--- config.mk ---
export PLATFORM = sky130hd
export DESIGN_NAME = tfmt_regif
export DESIGN_NICKNAME = d
export VERILOG_FILES = /design/src/rtl/tfmt_pkg.sv /design/src/rtl/tfmt_cmd_check.sv /design/src/rtl/tfmt_readback.sv /design/src/rtl/tfmt_regif.sv
export SDC_FILE = /design/constraint.sdc
export NUM_CORES = 1
export LEC_CHECK = 0
export ABC_CLOCK_PERIOD_IN_PS = 3050
export BUFFER_PORTS_ARGS = -buffer_cell sky130_fd_sc_hd__buf_4
export CAP_MARGIN = 20
export CORE_MARGIN = 2
export CORE_UTILIZATION = 45
export CTS_CLUSTER_DIAMETER = 50
export DETAILED_ROUTE_END_ITERATION = 6
export PLACE_DENSITY = 0.71
export SETUP_SLACK_MARGIN = 0.02
export SLEW_MARGIN = 40
export SYNTH_ARGS = -nofsm -noshare
export SYNTH_HDL_FRONTEND = slang
export SYNTH_SLANG_ARGS = --single-unit
--- constraint.sdc ---
create_clock -name clk -period 3.05 [get_ports clk]
set_input_delay 0.61 -clock clk [delete_from_list [all_inputs] [get_ports clk]]
set_output_delay 0.61 -clock clk [all_outputs]
set_load 0.02 [all_outputs]
--- src/rtl/tfmt_pkg.sv ---
// Shared constants for the tape formatter register interface.
// Assumes a 16-bit register word and 4-bit register offsets.
package tfmt_pkg;
    localparam int REG_W  = 16;
    localparam int ADDR_W = 4;
    localparam int FUNC_W = 5;

    // Register offsets (decoded by software, so fixed).
    localparam logic [ADDR_W-1:0] OFS_CTL = 4'd0;
    localparam logic [ADDR_W-1:0] OFS_FS  = 4'd1;
    localparam logic [ADDR_W-1:0] OFS_ER  = 4'd2;
    localparam logic [ADDR_W-1:0] OFS_MR  = 4'd3;
    localparam logic [ADDR_W-1:0] OFS_AS  = 4'd4;
    localparam logic [ADDR_W-1:0] OFS_FC  = 4'd5;
    localparam logic [ADDR_W-1:0] OFS_DT  = 4'd6;
    localparam logic [ADDR_W-1:0] OFS_CC  = 4'd7;
    localparam logic [ADDR_W-1:0] OFS_SN  = 4'd8;
    localparam logic [ADDR_W-1:0] OFS_TC  = 4'd9;

    // Function codes.
    localparam logic [FUNC_W-1:0] FN_NOP    = 5'd0;
    localparam logic [FUNC_W-1:0] FN_UNLOAD = 5'd1;
    localparam logic [FUNC_W-1:0] FN_REWIND = 5'd3;
    localparam logic [FUNC_W-1:0] FN_FCLR   = 5'd4;
    localparam logic [FUNC_W-1:0] FN_PRESET = 5'd8;
    localparam logic [FUNC_W-1:0] FN_ERASE  = 5'd10;
    localparam logic [FUNC_W-1:0] FN_WMARK  = 5'd11;
    localparam logic [FUNC_W-1:0] FN_SPCF   = 5'd12;
    localparam logic [FUNC_W-1:0] FN_SPCR   = 5'd13;
    localparam logic [FUNC_W-1:0] FN_WCHKF  = 5'd20;
    localparam logic [FUNC_W-1:0] FN_WCHKR  = 5'd23;
    localparam logic [FUNC_W-1:0] FN_WRITE  = 5'd24;
    localparam logic [FUNC_W-1:0] FN_READF  = 5'd28;
    localparam logic [FUNC_W-1:0] FN_READR  = 5'd31;
    localparam logic [FUNC_W-1:0] FN_XFER_BASE = 5'd20;

    // Error register bit positions.
    localparam int EB_BADFN  = 0;
    localparam int EB_REFUSE = 2;
    localparam int EB_FMTSEL = 4;
    localparam int EB_NOEXEC = 11;
    localparam int EB_UNSAFE = 14;

    // Tape control fields.
    localparam logic [REG_W-1:0] TC_WR_MASK = 16'h17FF;
    localparam int TC_ADDRCHG = 13;
    localparam int TC_FCSET   = 14;
    localparam logic [REG_W-1:0] TC_PRESET = 16'h03C0;
    localparam logic [2:0] DEN_NRZ     = 3'd3;
    localparam logic [3:0] FMT_STD     = 4'd12;
    localparam logic [3:0] FMT_DUMP    = 4'd13;
    localparam logic [REG_W-1:0] FC_NRZ_LIMIT = 16'hFFF5;

    // Maintenance register writable bits.
    localparam logic [REG_W-1:0] MR_WR_MASK = 16'hFF9F;

    // Outcome of a go-bit write.
    typedef struct packed {
        logic             start;
        logic             hold_go;
        logic             clr_tmk;
        logic [REG_W-1:0] err_set;
    } verdict_t;
endpackage

--- src/rtl/tfmt_cmd_check.sv ---
// Function validation for a go-bit write: decides whether the function
// starts, keeps go set, or which error bits it raises. Purely combinational;
// assumes drive inputs describe the currently selected drive.
module tfmt_cmd_check
    import tfmt_pkg::*;
(
    input  logic [FUNC_W-1:0] func,
    input  logic              err_any,
    input  logic              drv_busy,
    input  logic              drv_online,
    input  logic              drv_wlock,
    input  logic              drv_bot,
    input  logic              drv_eot,
    input  logic              fc_set,
    input  logic [2:0]        density,
    input  logic [3:0]        fmt,
    input  logic [REG_W-1:0]  fc,
    output verdict_t          verdict
);
    logic fmt_ok;
    logic at_bot;
    logic at_eot;

    // Format and position qualifiers shared by several functions.
    always_comb begin
        fmt_ok = (fmt == FMT_STD) || (fmt == FMT_DUMP);
        at_bot = drv_online && drv_bot;
        at_eot = drv_online && drv_eot;
    end

    // Precondition ladder per function code.
    always_comb begin
        logic xfer;
        verdict = '0;
        xfer    = 1'b0;
        if ((func != FN_FCLR) && (err_any || drv_busy)) begin
            verdict.err_set[EB_BADFN] = 1'b1;
        end else begin
            unique case (func)
                FN_NOP, FN_FCLR: ;
                FN_PRESET: verdict.start = 1'b1;
                FN_UNLOAD, FN_REWIND: begin
                    if (!drv_online) verdict.err_set[EB_UNSAFE] = 1'b1;
                    else begin
                        verdict.start   = 1'b1;
                        verdict.clr_tmk = 1'b1;
                    end
                end
                FN_SPCF, FN_SPCR: begin
                    if (!drv_online) verdict.err_set[EB_UNSAFE] = 1'b1;
                    else if (!fc_set || ((func == FN_SPCF) ? at_eot : at_bot))
                        verdict.err_set[EB_NOEXEC] = 1'b1;
                    else begin
                        verdict.start   = 1'b1;
                        verdict.hold_go = 1'b1;
                        verdict.clr_tmk = 1'b1;
                    end
                end
                FN_READR, FN_WCHKR: begin
                    if (at_bot) verdict.err_set[EB_NOEXEC] = 1'b1;
                    else xfer = 1'b1;
                end
                FN_WRITE: begin
                    if (!fc_set || ((density == DEN_NRZ) && (fc > FC_NRZ_LIMIT)))
                        verdict.err_set[EB_NOEXEC] = 1'b1;
                    else if (drv_wlock) verdict.err_set[EB_NOEXEC] = 1'b1;
                    else xfer = 1'b1;
                end
                FN_WMARK, FN_ERASE: begin
                    if (drv_wlock) verdict.err_set[EB_NOEXEC] = 1'b1;
                    else xfer = 1'b1;
                end
                FN_READF, FN_WCHKF: xfer = 1'b1;
                default: verdict.err_set[EB_BADFN] = 1'b1;
            endcase
            if (xfer) begin
                if (!drv_online) verdict.err_set[EB_UNSAFE] = 1'b1;
                else if (!fmt_ok) verdict.err_set[EB_FMTSEL] = 1'b1;
                else begin
                    verdict.start   = 1'b1;
                    verdict.hold_go = 1'b1;
                    verdict.clr_tmk = 1'b1;
                end
            end
        end
    end
endmodule

--- src/rtl/tfmt_readback.sv ---
// Read path: composes the live status, drive type and serial words and
// selects the word for an offset. Flags offsets that do not exist and
// offsets that are read-only. Assumes drive inputs follow the selected drive.
module tfmt_readback
    import tfmt_pkg::*;
#(
    parameter int NUM_DRV   = 8,
    parameter bit NEWER_FMT = 1'b1,
    localparam int SEL_W    = $clog2(NUM_DRV)
) (
    input  logic [ADDR_W-1:0] addr,
    input  logic              go,
    input  logic [FUNC_W-1:0] func,
    input  logic [REG_W-1:0]  fc,
    input  logic [REG_W-1:0]  er,
    input  logic [REG_W-1:0]  mr,
    input  logic [REG_W-1:0]  tc,
    input  logic              ata,
    input  logic              tmk,
    input  logic              ssc,
    input  logic              drv_present,
    input  logic [1:0]        drv_type,
    input  logic              drv_online,
    input  logic              drv_busy,
    input  logic              drv_pip,
    input  logic              drv_wlock,
    input  logic              drv_bot,
    input  logic              drv_eot,
    input  logic              drv_pe,
    output logic [REG_W-1:0]  rd_word,
    output logic              nxr_hit,
    output logic              ro_hit,
    output logic              err_any
);
    localparam int LAST_OFS = 9;

    logic [REG_W-1:0] fs_word;
    logic [REG_W-1:0] dt_word;
    logic [REG_W-1:0] sn_word;
    logic             variant_bit;
    logic [3:0]       type_code;
    logic [SEL_W-1:0] sel;

    // Formatter-variant flag in the drive type word, chosen at build time.
    generate
        if (NEWER_FMT) begin : g_newer
            assign variant_bit = 1'b1;
        end else begin : g_older
            assign variant_bit = 1'b0;
        end
    endgenerate

    // Drive model to drive-type code.
    always_comb begin
        unique case (drv_type)
            2'd1:    type_code = 4'd10;
            2'd2:    type_code = 4'd12;
            default: type_code = 4'd9;
        endcase
    end

    // Live status, drive type and serial number words.
    always_comb begin
        sel      = tc[SEL_W-1:0];
        err_any  = (er != '0);
        fs_word  = '0;
        fs_word[15] = ata;
        fs_word[14] = err_any;
        fs_word[13] = drv_online && drv_pip;
        fs_word[12] = drv_online;
        fs_word[11] = drv_online && drv_wlock;
        fs_word[10] = drv_online && !drv_busy && drv_eot;
        fs_word[8]  = 1'b1;
        fs_word[7]  = !drv_busy && !go;
        fs_word[6]  = ssc;
        fs_word[5]  = drv_online && drv_pe;
        fs_word[2]  = tmk;
        fs_word[1]  = drv_online && !drv_busy && drv_bot;
        dt_word = 16'hC000;
        dt_word[5] = variant_bit;
        if (drv_present) begin
            dt_word[10]  = 1'b1;
            dt_word[3:0] = type_code;
        end else begin
            dt_word[3] = 1'b1;
        end
        sn_word = drv_present ? (REG_W'(16'h0020) + REG_W'(sel) + REG_W'(1)) : '0;
    end

    // Offset decode for read data and access classes.
    always_comb begin
        nxr_hit = (int'(addr) > LAST_OFS);
        ro_hit  = (addr == OFS_FS) || (addr == OFS_ER) || (addr == OFS_DT) ||
                  (addr == OFS_CC) || (addr == OFS_SN);
        unique case (addr)
            OFS_CTL: rd_word = {4'b0, 1'b1, 5'b0, func, go};
            OFS_FS:  rd_word = fs_word;
            OFS_ER:  rd_word = er;
            OFS_MR:  rd_word = mr;
            OFS_AS:  rd_word = {15'b0, ata};
            OFS_FC:  rd_word = fc;
            OFS_DT:  rd_word = dt_word;
            OFS_CC:  rd_word = '0;
            OFS_SN:  rd_word = sn_word;
            OFS_TC:  rd_word = tc;
            default: rd_word = '0;
        endcase
    end
endmodule

--- src/rtl/tfmt_regif.sv ---
// Top of the tape formatter register interface. Holds the writable
// registers, applies the refused-write rule, runs go-bit writes through
// the function checker and issues start requests. Assumes one access per
// cycle and that cmd_done only follows a start that kept go set.
module tfmt_regif
    import tfmt_pkg::*;
#(
    parameter int NUM_DRV   = 8,
    parameter bit NEWER_FMT = 1'b1,
    localparam int SEL_W    = $clog2(NUM_DRV)
) (
    input  logic              clk,
    input  logic              rst_n,
    input  logic              bus_valid,
    input  logic              bus_write,
    input  logic [ADDR_W-1:0] bus_addr,
    input  logic [REG_W-1:0]  bus_wdata,
    output logic              rsp_valid,
    output logic [REG_W-1:0]  rsp_rdata,
    output logic              rsp_nxr,
    output logic [SEL_W-1:0]  sel_drive,
    input  logic              drv_present,
    input  logic [1:0]        drv_type,
    input  logic              drv_online,
    input  logic              drv_busy,
    input  logic              drv_pip,
    input  logic              drv_wlock,
    input  logic              drv_bot,
    input  logic              drv_eot,
    input  logic              drv_pe,
    input  logic              slave_change,
    input  logic              cmd_done,
    input  logic              done_tmk,
    output logic              cmd_start,
    output logic [FUNC_W-1:0] cmd_func,
    output logic [SEL_W-1:0]  cmd_drive
);
    logic              go_q, go_n;
    logic [FUNC_W-1:0] func_q, func_n;
    logic [REG_W-1:0]  fc_q, fc_n;
    logic [REG_W-1:0]  er_q, er_n;
    logic [REG_W-1:0]  mr_q, mr_n;
    logic [REG_W-1:0]  tc_q, tc_n;
    logic              ata_q, ata_n;
    logic              tmk_q, tmk_n;
    logic              ssc_q, ssc_n;
    logic              start_n;
    logic [FUNC_W-1:0] sfunc_n;
    logic [SEL_W-1:0]  sdrv_n;

    logic [REG_W-1:0]  rd_word;
    logic              nxr_hit;
    logic              ro_hit;
    logic              err_any;
    verdict_t          verdict;
    logic [FUNC_W-1:0] wr_func;

    assign wr_func   = bus_wdata[FUNC_W:1];
    assign sel_drive = tc_q[SEL_W-1:0];

    tfmt_readback #(.NUM_DRV(NUM_DRV), .NEWER_FMT(NEWER_FMT)) u_rd (
        .addr(bus_addr), .go(go_q), .func(func_q), .fc(fc_q), .er(er_q),
        .mr(mr_q), .tc(tc_q), .ata(ata_q), .tmk(tmk_q), .ssc(ssc_q),
        .drv_present(drv_present), .drv_type(drv_type),
        .drv_online(drv_online), .drv_busy(drv_busy), .drv_pip(drv_pip),
        .drv_wlock(drv_wlock), .drv_bot(drv_bot), .drv_eot(drv_eot),
        .drv_pe(drv_pe), .rd_word(rd_word), .nxr_hit(nxr_hit),
        .ro_hit(ro_hit), .err_any(err_any)
    );

    tfmt_cmd_check u_chk_fn (
        .func(wr_func), .err_any(err_any), .drv_busy(drv_busy),
        .drv_online(drv_online), .drv_wlock(drv_wlock), .drv_bot(drv_bot),
        .drv_eot(drv_eot), .fc_set(tc_q[TC_FCSET]), .density(tc_q[10:8]),
        .fmt(tc_q[7:4]), .fc(fc_q), .verdict(verdict)
    );

    // Next-state: completion first, then the bus access, which wins on overlap.
    always_comb begin
        logic refused;
        go_n    = go_q;
        func_n  = func_q;
        fc_n    = fc_q;
        er_n    = er_q;
        mr_n    = mr_q;
        tc_n    = tc_q;
        ata_n   = ata_q;
        tmk_n   = tmk_q;
        ssc_n   = ssc_q || slave_change;
        start_n = 1'b0;
        sfunc_n = wr_func;
        sdrv_n  = tc_q[SEL_W-1:0];
        refused = 1'b0;

        if (cmd_done && go_q) begin
            go_n = 1'b0;
            if (func_q < FN_XFER_BASE) ata_n = 1'b1;
            if (done_tmk) tmk_n = 1'b1;
        end

        if (bus_valid && bus_write && !nxr_hit) begin
            refused = go_q && (ro_hit || (bus_addr == OFS_CTL) ||
                               (bus_addr == OFS_FC) || (bus_addr == OFS_TC));
            if (refused) begin
                er_n[EB_REFUSE] = 1'b1;
                ata_n = 1'b1;
            end else begin
                unique case (bus_addr)
                    OFS_CTL: begin
                        func_n = wr_func;
                        if (bus_wdata[0]) begin
                            if (verdict.err_set != '0) begin
                                er_n  = er_q | verdict.err_set;
                                ata_n = 1'b1;
                                go_n  = 1'b0;
                            end else begin
                                ata_n = 1'b0;
                                tc_n[TC_ADDRCHG] = 1'b0;
                                go_n    = verdict.hold_go;
                                start_n = verdict.start;
                                if (verdict.clr_tmk) tmk_n = 1'b0;
                                if (wr_func == FN_FCLR) begin
                                    er_n  = '0;
                                    tc_n[TC_FCSET] = 1'b0;
                                    ssc_n = 1'b0;
                                end
                                if (wr_func == FN_PRESET) begin
                                    tc_n   = TC_PRESET;
                                    sdrv_n = '0;
                                    tmk_n  = 1'b0;
                                end
                            end
                        end
                    end
                    OFS_FC: begin
                        fc_n = bus_wdata;
                        tc_n[TC_FCSET] = 1'b1;
                    end
                    OFS_AS: if (bus_wdata[0]) ata_n = 1'b0;
                    OFS_MR: mr_n = (mr_q & ~MR_WR_MASK) | (bus_wdata & MR_WR_MASK);
                    OFS_TC: begin
                        tc_n = (tc_q & ~TC_WR_MASK) | (bus_wdata & TC_WR_MASK);
                        tc_n[TC_ADDRCHG] = 1'b1;
                    end
                    default: ;
                endcase
            end
        end
    end

    // State and response registers with synchronous active-low reset.
    always_ff @(posedge clk) begin
        if (!rst_n) begin
            go_q      <= 1'b0;
            func_q    <= '0;
            fc_q      <= '0;
            er_q      <= '0;
            mr_q      <= '0;
            tc_q      <= '0;
            ata_q     <= 1'b0;
            tmk_q     <= 1'b0;
            ssc_q     <= 1'b0;
            rsp_valid <= 1'b0;
            rsp_rdata <= '0;
            rsp_nxr   <= 1'b0;
            cmd_start <= 1'b0;
            cmd_func  <= '0;
            cmd_drive <= '0;
        end else begin
            go_q      <= go_n;
            func_q    <= func_n;
            fc_q      <= fc_n;
            er_q      <= er_n;
            mr_q      <= mr_n;
            tc_q      <= tc_n;
            ata_q     <= ata_n;
            tmk_q     <= tmk_n;
            ssc_q     <= ssc_n;
            rsp_valid <= bus_valid;
            rsp_rdata <= bus_valid ? rd_word : '0;
            rsp_nxr   <= bus_valid && nxr_hit;
            cmd_start <= start_n;
            if (start_n) begin
                cmd_func  <= sfunc_n;
                cmd_drive <= sdrv_n;
            end
        end
    end
endmodule

# Yosys cells after proc, flatten, opt, wreduce, memory -nomap -nowiden
# Cells that the tools add are included.
# op_classes
add_sub_neg	2
n_lt_le_gt_ge	3
n_eq_ne	32
mux	91
n_bitwise	4
n_reduce_logical	58
# ops
op	count
16-bit case mux with 9 select lines	1
16-bit two-way mux	6
1-bit two-way mux	60
3-bit two-way mux	15
16-bit nonzero test	2
14-bit case mux with 2 select lines	1
5-bit by 4-bit == test with 1-bit output, second input constant	5
5-bit == test, second input constant	5
16-bit by 1-bit adder with 16-bit output, second input constant	1
4-bit by 3-bit == test with 1-bit output, second input constant	4
4-bit == test, second input constant	4
16-bit > comparator, second input constant	1
1-bit logical AND	16
16-bit by 13-bit OR with 16-bit output	1
16-bit by 15-bit OR with 16-bit output	1
7-bit by 16-bit OR with 16-bit output	1
14-bit OR reduction	1
1-bit logical OR	12
6-bit AND reduction	2
5-bit AND reduction	2
2-bit OR reduction	5
3-bit AND reduction	3
4-bit by 2-bit == test with 1-bit output, second input constant	2
1-bit case mux with 4 select lines	2
other kinds (26)	37
# totals
regBits	100
output_inout_bits	30
word_cells	208

# Depth between registers and ports, before layout
# Gate-level depths: netlist of the first run.
# logic_depth
word_depth	17
depth_mapped	10
ltp_nobuf	7

# By module
# Synthesis of the first run repeated with hierarchy kept, for this count alone.
# hier_totals
hier_cells	597
area_unflattened_um2	4973.5
# modules_own_cells
mod	n_inst	cells_each	area_each_um2	seq_area_each_um2
tfmt_regif	1	392	3572.2	1941.9
tfmt_readback	1	126	868.3	0.0
tfmt_cmd_check	1	79	533.0	0.0

# Worst setup path before layout of the first run
# Ideal clock, no wire load.
# synth_path
path_kind	input to register
start	input port bus_wdata[3]
end	register er_q[2]
setup_time_ns	0.136
arrival_time_ns	2.532
slack_ns	0.383
path_stages	8
cell_sequence	clkbuf_1 -> nor2b_1 -> a2111oi_0 -> nor3_1 -> o21ba_2 -> a2111o_4 -> o31ai_4 -> o32ai_2
# synth_between
elab_chain_len	12
word_cells_on_any_way	45
cone_classes	eq/ne (14); mux (19); reduce/logical (12)
# synth_lines
item	line_no	text
start: declaration	tfmt_regif.sv:17	input logic [REG_W-1:0] bus_wdata,
5-bit by 4-bit == test with 1-bit output	tfmt_cmd_check.sv:39, tfmt_cmd_check.sv:51	
1-bit two-way mux	tfmt_cmd_check.sv:51	else if (!fc_set || ((func == FN_SPCF) ? at_eot : at_bot))
1-bit logical OR	tfmt_cmd_check.sv:51	
1-bit two-way mux	tfmt_cmd_check.sv:51	
1-bit two-way mux	tfmt_cmd_check.sv:50	if (!drv_online) verdict.err_set[EB_UNSAFE] = 1'b1;
1-bit case mux with 4 select lines	tfmt_cmd_check.sv:39	unique case (func)
1-bit two-way mux	tfmt_cmd_check.sv:36	if ((func != FN_FCLR) && (err_any || drv_busy)) begin
16-bit nonzero test	tfmt_regif.sv:112	if (verdict.err_set != '0) begin
16-bit two-way mux	tfmt_regif.sv:112	
3-bit two-way mux	tfmt_regif.sv:111	if (bus_wdata[0]) begin
3-bit two-way mux	tfmt_regif.sv:108	unique case (bus_addr)
1-bit two-way mux	tfmt_regif.sv:104	if (refused) begin
end signal: assignment	tfmt_regif.sv:173	er_q <= er_n;
end: declaration	tfmt_regif.sv:41	logic [REG_W-1:0] er_q, er_n;
# Several ways; a longest one is shown, not always the timed one. The select of a mux whose other input is x is not followed.
# A chain may end at the register's enable or synchronous reset.

# Final worst setup path of the first run
# layout_path
start	register er_q[2]
end	register er_q[2]
# layout_between
elab_chain_len	9
word_cells_on_any_way	15
cone_classes	mux (8); bitwise (1); reduce/logical (6)
# layout_lines
item	line_no	text
16-bit nonzero test	tfmt_readback.sv:65	err_any = (er != '0);
1-bit logical OR	tfmt_cmd_check.sv:36	
1-bit logical AND	tfmt_cmd_check.sv:36	
1-bit two-way mux	tfmt_cmd_check.sv:36	
16-bit nonzero test	tfmt_regif.sv:112	
16-bit two-way mux	tfmt_regif.sv:112	
3-bit two-way mux	tfmt_regif.sv:111	
3-bit two-way mux	tfmt_regif.sv:108	
1-bit two-way mux	tfmt_regif.sv:104	
# Several ways; a longest one is shown, not always the timed one. The select of a mux whose other input is x is not followed.

==> impl_metrics.prom, run 1 <==
# TYPE chip_impl_metric gauge
chip_impl_metric{name="placedInstanceArea",unit="µm²"} 4732
chip_impl_metric{name="floorplan.die.height",unit="µm"} 100.1
chip_impl_info{name="worst_path_max_delay_cell",value="a2111o_4"} 1
chip_impl_metric{name="antenna_cells_inserted",unit=""} 0
chip_impl_metric{name="crit_path_max_incr_delay",unit="ns"} 0.56
chip_impl_metric{name="postRouteWirelength",unit="µm"} 12450
chip_impl_metric{name="global_route.overflow_total",unit=""} 0
chip_impl_metric{name="max_slew.worst_pin.slew",unit="ns"} 0.8553
chip_impl_metric{name="post_synth_xor_xnor_area",unit="%"} 0.4217
chip_impl_metric{name="n_fill_cell",unit=""} 869
chip_impl_metric{name="detail_route.iter0.violations",unit=""} 416
chip_impl_metric{name="synthArstFlopShare",unit="%"} 0
chip_impl_metric{name="timing.critical_path.buf_inv",unit=""} 0
chip_impl_info{name="root_buffer",value="clkbuf_8"} 1
chip_impl_metric{name="die-area",unit="µm²"} 10020
chip_impl_metric{name="initial_utilization",unit="%"} 45.60
chip_impl_metric{name="seqPwrFrac",unit="%"} 52.2
chip_impl_metric{name="routabilityCongestion",unit=""} 0.9273
chip_impl_metric{name="power.net_switching",unit="µW"} 575.0
chip_impl_metric{name="cap_viol_max_count",unit=""} 0
chip_impl_metric{name="port_buffers",unit=""} 66
chip_impl_metric{name="detailed_routing_iterations_pass_1",unit=""} 6
chip_impl_metric{name="muxShareOfSynthArea",unit="%"} 3.373
chip_impl_metric{name="syn_area_per_cell",unit="µm²"} 8.177
chip_impl_info{name="crit_type",value="reg -> reg"} 1
chip_impl_metric{name="synth_enable_flop_cells",unit=""} 0
chip_impl_info{name="synth_top_family_by_area",value="compound AO/OA/AOI/OAI gates"} 1
chip_impl_info{name="outcome",value="finished clean"} 1
chip_impl_metric{name="worst_clock_skew",unit="ns"} 0.009068
chip_impl_metric{name="clk_slew_on_worst_s_h_paths",unit="ns"} 0.09
chip_impl_info{name="critical_path.cell_chain",value="or4_4, or3_4, a31o_1, a2111o_4, o31ai_4, o32ai_2"} 1
chip_impl_metric{name="syn_to_final_growth",unit="%"} 18.77
chip_impl_metric{name="setup_tns",unit="ns"} 0
chip_impl_info{name="top_ff_cell_synth",value="dfxtp_1"} 1
chip_impl_metric{name="synth_fp_nets",unit=""} 548
chip_impl_metric{name="vdd.ir_drop.worst",unit="µV"} 250.8
chip_impl_metric{name="io-pin-count",unit=""} 67
chip_impl_info{name="busiest_layer",value="met2"} 1
chip_impl_metric{name="power.internal",unit="µW"} 1597
chip_impl_metric{name="max_clock_freq",unit="MHz"} 365.4
chip_impl_metric{name="vias",unit=""} 4007
chip_impl_metric{name="drt_drc_violations_left",unit=""} 0
chip_impl_metric{name="grt_pass1_wl",unit="µm"} 19930
chip_impl_metric{name="share_of_post_route_cells_with_drive_strength_above_1",unit="%"} 21.24
chip_impl_metric{name="drt.antenna.violating_nets",unit=""} 0
chip_impl_metric{name="ff2ff_path_depth",unit=""} 6
chip_impl_metric{name="setup-violations-final",unit=""} 0
chip_impl_info{name="setup.worst_path.end_class",value="register"} 1
chip_impl_metric{name="compound_cell_area_share_of_the_yosys_netlist",unit="%"} 25.75
chip_impl_metric{name="timing.critical_path.depth",unit=""} 6
chip_impl_metric{name="cts-buffers-inserted",unit=""} 9
chip_impl_metric{name="dp.final_hpwl",unit="µm"} 8588
chip_impl_metric{name="pwr-share-clk",unit="%"} 38.2
chip_impl_metric{name="synth_cell_type_count",unit=""} 62
chip_impl_metric{name="final-hold-violation-count",unit=""} 0
chip_impl_metric{name="final_non_filler_cell_area",unit="µm²"} 4933
chip_impl_metric{name="critical_path_arrival",unit="ns"} 2.97
chip_impl_metric{name="synth_simple_gate_area_share",unit="%"} 23.10
chip_impl_metric{name="cts_max_level",unit=""} 3
chip_impl_metric{name="fp-row-count",unit=""} 35
chip_impl_metric{name="power_frac_comb",unit="%"} 9.6
chip_impl_metric{name="holdPathStages",unit=""} 3
chip_impl_info{name="timing.critical_path.max_delay_family",value="compound AO/OA/AOI/OAI gates"} 1
chip_impl_metric{name="yosysSeqAreaShare",unit="%"} 41.45
chip_impl_metric{name="grt_pass1_vias",unit=""} 3830
chip_impl_metric{name="wl_per_cell",unit="µm"} 18.42
chip_impl_metric{name="global_routing_usage_on_met2",unit="%"} 40.02
chip_impl_metric{name="globalRouteMet3Util",unit="%"} 4.666
chip_impl_metric{name="clock_latency",unit="ns"} 0.36
chip_impl_info{name="cp-start-kind",value="register"} 1
chip_impl_metric{name="cts_repair_resize_count",unit=""} 0
chip_impl_metric{name="pwr_density_cell",unit="nW/µm²"} 440.3
chip_impl_metric{name="rrSetupSlack",unit="ns"} 0.31
chip_impl_metric{name="worst_slew_slack_as_a_fraction_of_its_limit",unit="%"} 42.82
chip_impl_info{name="grt_setup_unrepaired",value="false"} 1
chip_impl_metric{name="global_route.usage.met1",unit="%"} 34.93
chip_impl_metric{name="timing.final.crit_period",unit="ns"} 2.737
chip_impl_metric{name="post_cts_hold_buffer_count",unit=""} 0
chip_impl_metric{name="floorplan.core_area",unit="µm²"} 9109
chip_impl_metric{name="clock_sink_count",unit=""} 86
chip_impl_metric{name="grt_start_max_net_pins",unit=""} 36
chip_impl_metric{name="switching_share",unit="%"} 26.47
chip_impl_metric{name="post_synthesis_cell_area",unit="µm²"} 4154
chip_impl_info{name="timing.hold.worst.class",value="in -> reg"} 1
chip_impl_metric{name="cts.repair_timing.setup_buffer_count",unit=""} 0
chip_impl_metric{name="ys_seq_elements",unit=""} 86
chip_impl_metric{name="postSynthCellCount",unit=""} 508
chip_impl_metric{name="clockBufferDepth",unit=""} 2
chip_impl_info{name="tritoncts",value="built"} 1
chip_impl_metric{name="final_net_count",unit=""} 600
chip_impl_metric{name="track_usage",unit="%"} 25.38
chip_impl_metric{name="critical_path_required",unit="ns"} 3.28
chip_impl_metric{name="cellLeakagePower",unit="µW"} 0.001733
chip_impl_metric{name="slew_viol_final",unit=""} 0
chip_impl_metric{name="die_w",unit="µm"} 100.1
chip_impl_metric{name="worstPathMaxFanout",unit=""} 6
chip_impl_metric{name="post_synth_fa_ha_maj_area_fraction",unit="%"} 0.9036
chip_impl_metric{name="number_of_antenna_violations_at_the_first_check_in_global_routing",unit=""} 0
chip_impl_metric{name="detail_route.vias_per_cell",unit=""} 5.928
chip_impl_metric{name="yosys_warnings",unit=""} 0
chip_impl_metric{name="min_period_over_period",unit="%"} 89.74
==> cell usage after synthesis, drive strengths merged (8+ instances only) <==
cell | count | area share (%)
o21ai | 8 | 1.3
nor2 | 31 | 2.8
clkbuf | 28 | 2.6
a21oi | 67 | 8.1
dfxtp | 86 | 41
nand3 | 11 | 1.3
a311oi | 8 | 2.6
nand2 | 107 | 9.7
a22oi | 13 | 2.3
buf | 12 | 1.7
a31oi | 17 | 2.9
mux2i | 14 | 3.4
nor3 | 10 | 1.3
==> power by group through the flow <==
stage | clock (µW) | sequential, µW | combinational, µW
floorplan | 0 | 1160 | 118
global placement | 0 | 1160 | 201
detailed placement | 0 | 1160 | 204
CTS | 840 | 1130 | 205
global route | 888 | 1140 | 224
finish | 829 | 1130 | 208
==> cell families (layout without fill, tap and decap cells) <==
| group | Yosys count | in the layout |
|---|---|---|
| multiplexers | 14 | 14 |
| adder cells (fa/ha/maj) | 3 | 3 |
| AO/OA/AOI/OAI | 152 | 152 |
| buffers and inverters | 47 | 104 |
| XOR/XNOR | 2 | 2 |
| AND/OR/NAND/NOR | 204 | 204 |
| flip-flops | 86 | 86 |
==> area by class of cell <==
class	count	area (µm²)	area share, %
clock buffers	9	123.9	2.511
clock inverters	7	77.57	1.572
inverters	7	26.28	0.5326
multi-input cells	375	2225	45.09
flip-flops and latches	86	1722	34.90
well taps	111	138.9	2.815
repair buffers	81	620.6	12.58
==> per-layer routing <==
metal | vias up | wire [µm]
met2 | 202 | 5722
li1 | 1922 | -
met5 | - | 0
met4 | 0 | 288
met3 | 28 | 1069
met1 | 1855 | 5372
==> sequential cells by signal, indices dropped and copies added, names as in the netlist <==
| name | cells |
|---|---|
| mr_q | 14 |
| cmd_drive | 3 |
| er_q | 5 |
| fc_q | 16 |
| cmd_func | 5 |
| rsp_valid | 1 |
| rsp_rdata | 16 |
| rsp_nxr | 1 |
| func_q | 5 |
| cmd_start | 1 |
| tc_q | 15 |
| ata_q | 1 |
| go_q | 1 |
| tmk_q | 1 |
| ssc_q | 1 |
==> cells in the final DEF (no fill, tap or decap), types with 9 or more instances in the layout <==
cell	synthesis	final
nor2_1	31	31
dfxtp_1	86	86
buf_4	3	80
mux2i_1	14	14
clkbuf_8	0	9
nand3_1	11	11
a31oi_1	16	16
a22oi_1	13	13
nor3_1	9	9
nand2_1	107	107
a21oi_1	67	67
==> worst reg2reg max path, delay by kind of cell (launching register included) <==
kind	cells	cell delay [ns]
AOI/OAI and AO/OA	4	1.33
and+or+nand+nor	2	0.91
DFF	1	0.36
==> stage by stage <==
step           total power [µW]  cells  setup slack [ns]  hold WS (ns)  util [%]
6_report                   2172    676            0.3130        0.4466     54.16
4_1_cts                    2179    676            0.3346        0.4380     54.16
3_5_place_dp               1364    660            0.1045        0.4472     51.95
5_1_grt                    2248    676            0.2608        0.4628     54.16
3_3_place_gp               1361    660            0.1754        0.4434     51.95
2_1_floorplan              1280    508            0.3826        0.4118         -
==> worst paths after layout <==
check | start | to
max | er_q[2] | er_q[2]
min | slave_change | ssc_q
max reg2reg | er_q[2] | er_q[2]
min reg2reg | mr_q[9] | mr_q[9]
No activity file was read; power rests on OpenSTA's default activity.
==> run 2: changes to the inputs <==
--- a/config.mk
+++ b/config.mk
@@ -5,14 +5,15 @@
 export SDC_FILE = /design/constraint.sdc
 export NUM_CORES = 1
 export LEC_CHECK = 0
-export ABC_CLOCK_PERIOD_IN_PS = 3050
+export ABC_CLOCK_PERIOD_IN_PS = 2300
 export BUFFER_PORTS_ARGS = -buffer_cell sky130_fd_sc_hd__buf_4
 export CAP_MARGIN = 20
 export CORE_MARGIN = 2
 export CORE_UTILIZATION = 45
+export CTS_BUF_LIST = sky130_fd_sc_hd__clkbuf_8
 export CTS_CLUSTER_DIAMETER = 50
 export DETAILED_ROUTE_END_ITERATION = 6
-export PLACE_DENSITY = 0.71
+export PLACE_DENSITY = 0.73
 export SETUP_SLACK_MARGIN = 0.02
 export SLEW_MARGIN = 40
 export SYNTH_ARGS = -nofsm -noshare
==> constraint.sdc (replaced) <==
create_clock -name clk -period 2.3 [get_ports clk]
set_input_delay 0.46 -clock clk [delete_from_list [all_inputs] [get_ports clk]]
set_output_delay 0.46 -clock clk [all_outputs]
set_load 0.02 [all_outputs]
==> run 2 against run 1 <==
The run now ends with negative setup slack left. Clock power up 34%. Final cell count up 7.0%. Maximum frequency up 7.1%. First-iteration DRC count up 14%. Via count up 9.1%. Global-route usage up 0.83 points. Combinational power up 67%. Die area unchanged. Flip-flop and latch count unchanged. Total power up 36%. Worst hold slack worse by 0.11 ns. Highest routed layer unchanged. Largest power group unchanged.
==> impl_metrics.prom, run 2 (synthesis gave the netlist of run 1 again) <==
# TYPE chip_impl_metric gauge
chip_impl_info{name="outcome",value="finished, violations left"} 1
chip_impl_info{name="violations",value="negative setup slack"} 1
chip_impl_metric{name="worst_slew_slack_as_a_fraction_of_its_limit",unit="%"} 55.44
chip_impl_info{name="root_buffer",value="clkbuf_8"} 1
chip_impl_info{name="worstReg2RegStart",value="er_q[2]"} 1
chip_impl_metric{name="share_of_post_route_cells_with_drive_strength_above_1",unit="%"} 29.58
chip_impl_metric{name="vdd.ir_drop.worst",unit="µV"} 282.9
chip_impl_metric{name="detail_route.iter0.violations",unit=""} 476
chip_impl_metric{name="antenna_cells_inserted",unit=""} 0
chip_impl_metric{name="min_period_over_period",unit="%"} 111.1
chip_impl_info{name="cp-start-kind",value="register"} 1
chip_impl_metric{name="vias",unit=""} 4372
chip_impl_metric{name="grt_pass1_vias",unit=""} 4184
chip_impl_metric{name="n_fill_cell",unit=""} 822
chip_impl_info{name="grt_setup_unrepaired",value="true"} 1
chip_impl_metric{name="floorplan.core_area",unit="µm²"} 9109
chip_impl_metric{name="ff2ff_path_depth",unit=""} 8
chip_impl_metric{name="rrSetupSlack",unit="ns"} -0.26
chip_impl_metric{name="cellLeakagePower",unit="µW"} 0.001996
chip_impl_metric{name="cts-buffers-inserted",unit=""} 9
chip_impl_info{name="layout.cells.most_common",value="buf_4"} 1
chip_impl_metric{name="clock_latency",unit="ns"} 0.36
chip_impl_metric{name="clock_sink_count",unit=""} 86
chip_impl_metric{name="wl_per_cell",unit="µm"} 18.48
chip_impl_info{name="crit_type",value="reg -> reg"} 1
chip_impl_info{name="tritoncts",value="built"} 1
chip_impl_metric{name="pwr_density_cell",unit="nW/µm²"} 542.2
chip_impl_info{name="setup.worst_path.end_class",value="register"} 1
chip_impl_metric{name="timing.final.crit_period",unit="ns"} 2.556
chip_impl_metric{name="power",unit="µW"} 2964
chip_impl_metric{name="cts_max_level",unit=""} 3
chip_impl_metric{name="slew_viol_final",unit=""} 0
chip_impl_metric{name="global_route.overflow_total",unit=""} 0
chip_impl_metric{name="dp.final_hpwl",unit="µm"} 9313
chip_impl_metric{name="global_route.usage.met1",unit="%"} 33.64
chip_impl_metric{name="power.net_switching",unit="µW"} 798.4
chip_impl_info{name="commonest_non_fill_non_tap_cells_in_the_layout",value="118 x buf_4, 106 x nand2_1, 85 x dfxtp_1"} 1
chip_impl_metric{name="detailed_routing_iterations_pass_1",unit=""} 7
chip_impl_metric{name="routabilityCongestion",unit=""} 0.9210
chip_impl_metric{name="final_net_count",unit=""} 647
chip_impl_metric{name="grt_pass1_wl",unit="µm"} 20560
chip_impl_metric{name="port_buffers",unit=""} 66
chip_impl_metric{name="setup-violations-final",unit=""} 32
chip_impl_info{name="critical_path.reg2reg.endpoint",value="tc_q[12]"} 1
chip_impl_metric{name="dp_worst_setup_slack",unit="ns"} -0.2260
chip_impl_info{name="busiest_layer",value="met2"} 1
chip_impl_metric{name="globalRouteMet3Util",unit="%"} 5.292
chip_impl_metric{name="fp-row-count",unit=""} 35
chip_impl_metric{name="drt_drc_violations_left",unit=""} 0
chip_impl_metric{name="worst_clock_skew",unit="ns"} 0.009441
chip_impl_metric{name="syn_to_final_growth",unit="%"} 31.60
chip_impl_metric{name="power_frac_comb",unit="%"} 11.7
chip_impl_metric{name="die-area",unit="µm²"} 10020
chip_impl_metric{name="power.internal",unit="µW"} 2165
chip_impl_metric{name="initial_utilization",unit="%"} 45.60
chip_impl_metric{name="critical_path_arrival",unit="ns"} 2.84
chip_impl_metric{name="track_usage",unit="%"} 26.21
chip_impl_metric{name="drt.antenna.violating_nets",unit=""} 0
chip_impl_metric{name="max_clock_freq",unit="MHz"} 391.3
chip_impl_metric{name="clockBufferDepth",unit=""} 2
chip_impl_metric{name="post_cts_hold_buffer_count",unit=""} 0
chip_impl_metric{name="setup_tns",unit="ns"} -6.464
chip_impl_metric{name="final-hold-violation-count",unit=""} 0
chip_impl_info{name="biggestRegsByFlops",value="fc_q: 16 flops, rsp_rdata: 16 flops, tc_q: 15 flops"} 1
chip_impl_metric{name="cap_viol_max_count",unit=""} 0
chip_impl_metric{name="holdPathStages",unit=""} 3
chip_impl_metric{name="detail_route.vias_per_cell",unit=""} 6.047
chip_impl_metric{name="die_w",unit="µm"} 100.1
chip_impl_info{name="worstHoldEndpoint",value="ssc_q"} 1
chip_impl_metric{name="seqPwrFrac",unit="%"} 50.8
chip_impl_metric{name="layout_setup_ws",unit="ns"} -0.2557
chip_impl_info{name="holdCritStartpoint",value="slave_change"} 1
chip_impl_info{name="timing.hold.worst.class",value="in -> reg"} 1
chip_impl_metric{name="switching_share",unit="%"} 26.94
chip_impl_metric{name="number_of_antenna_violations_at_the_first_check_in_global_routing",unit=""} 0
chip_impl_metric{name="grt_start_max_net_pins",unit=""} 31
chip_impl_metric{name="critical_path_required",unit="ns"} 2.58
chip_impl_metric{name="io-pin-count",unit=""} 67
chip_impl_metric{name="clk_slew_on_worst_s_h_paths",unit="ns"} 0.09
chip_impl_metric{name="max_slew.worst_pin.slew",unit="ns"} 0.6633
chip_impl_metric{name="postRouteWirelength",unit="µm"} 13360
chip_impl_metric{name="floorplan.die.height",unit="µm"} 100.1
chip_impl_metric{name="worstPathMaxFanout",unit=""} 12
chip_impl_metric{name="global_routing_usage_on_met2",unit="%"} 41.74
chip_impl_metric{name="pwr-share-clk",unit="%"} 37.5
==> run 2: power by group through the flow <==
stage               Clock (µW)  Combinational, µW  Sequential [µW]
CTS                       1120                323             1500
detailed placement           0                317             1540
global placement             0                310             1540
global route              1180                368             1510
finish                    1110                347             1500
floorplan                    0                163             1540
==> run 2: layout make-up <==
class / count / area (µm²) / area share [%]
clock inverter: 7 / 77.57 / 1.419
inverter: 7 / 26.28 / 0.4807
clock buffer: 9 / 123.9 / 2.266
multi-input combinational: 375 / 2312 / 42.30
tap: 111 / 138.9 / 2.541
timing repair buffer: 128 / 1065 / 19.48
sequential: 86 / 1723 / 31.52
==> run 2: worst max-delay path by stage <==
stage | to | startpoint | cells after the start
after floorplan | tc_q[1] | er_q[2] | 7
after global placement | tc_q[12] | bus_wdata[1] | 9
after detailed placement | tc_q[12] | bus_wdata[1] | 9
after CTS | er_q[14] | er_q[2] | 7
after global routing | er_q[14] | er_q[2] | 7
final | tc_q[12] | er_q[2] | 8
==> run 2: worst max-delay path: stages, from the launching register on <==
cell	delay [ns]
dfxtp_2	0.33
or4_4	0.53
or3_4	0.37
or3_4	0.41
a31oi_4	0.20
a2111o_4	0.20
o21ai_4	0.07
buf_12	0.15
a311oi_2	0.22
==> run 2: per-layer routing <==
metal / part of all wire, % / routed length, µm
met2: 46 / 6132
met1: 42 / 5611
met4: 3.9 / 516
met3: 8.2 / 1101
met5: 0 / 0
==> run 2: through the flow <==
stage / hold WS, ns / cells / util, % / area [µm²]
2_1_floorplan: 0.4118 / 508 / - / 4197
3_3_place_gp: 0.4414 / 701 / 56.35 / 5132
3_5_place_dp: 0.4501 / 701 / 56.35 / 5132
4_1_cts: 0.3271 / 718 / 58.76 / 5353
5_1_grt: 0.3368 / 723 / 60.01 / 5466
6_report: 0.3337 / 723 / 60.01 / 5466
==> run 2: timing repair <==
| action | 4_1_cts | 5_1_grt |
|---|---|---|
| pin swaps | 1 | 3 |
| setup buffers | 1 | 4 |
| setup endpoints to repair | 32 | 33 |
| cloned | 0 | 1 |
| resized for setup | 3 | 13 |
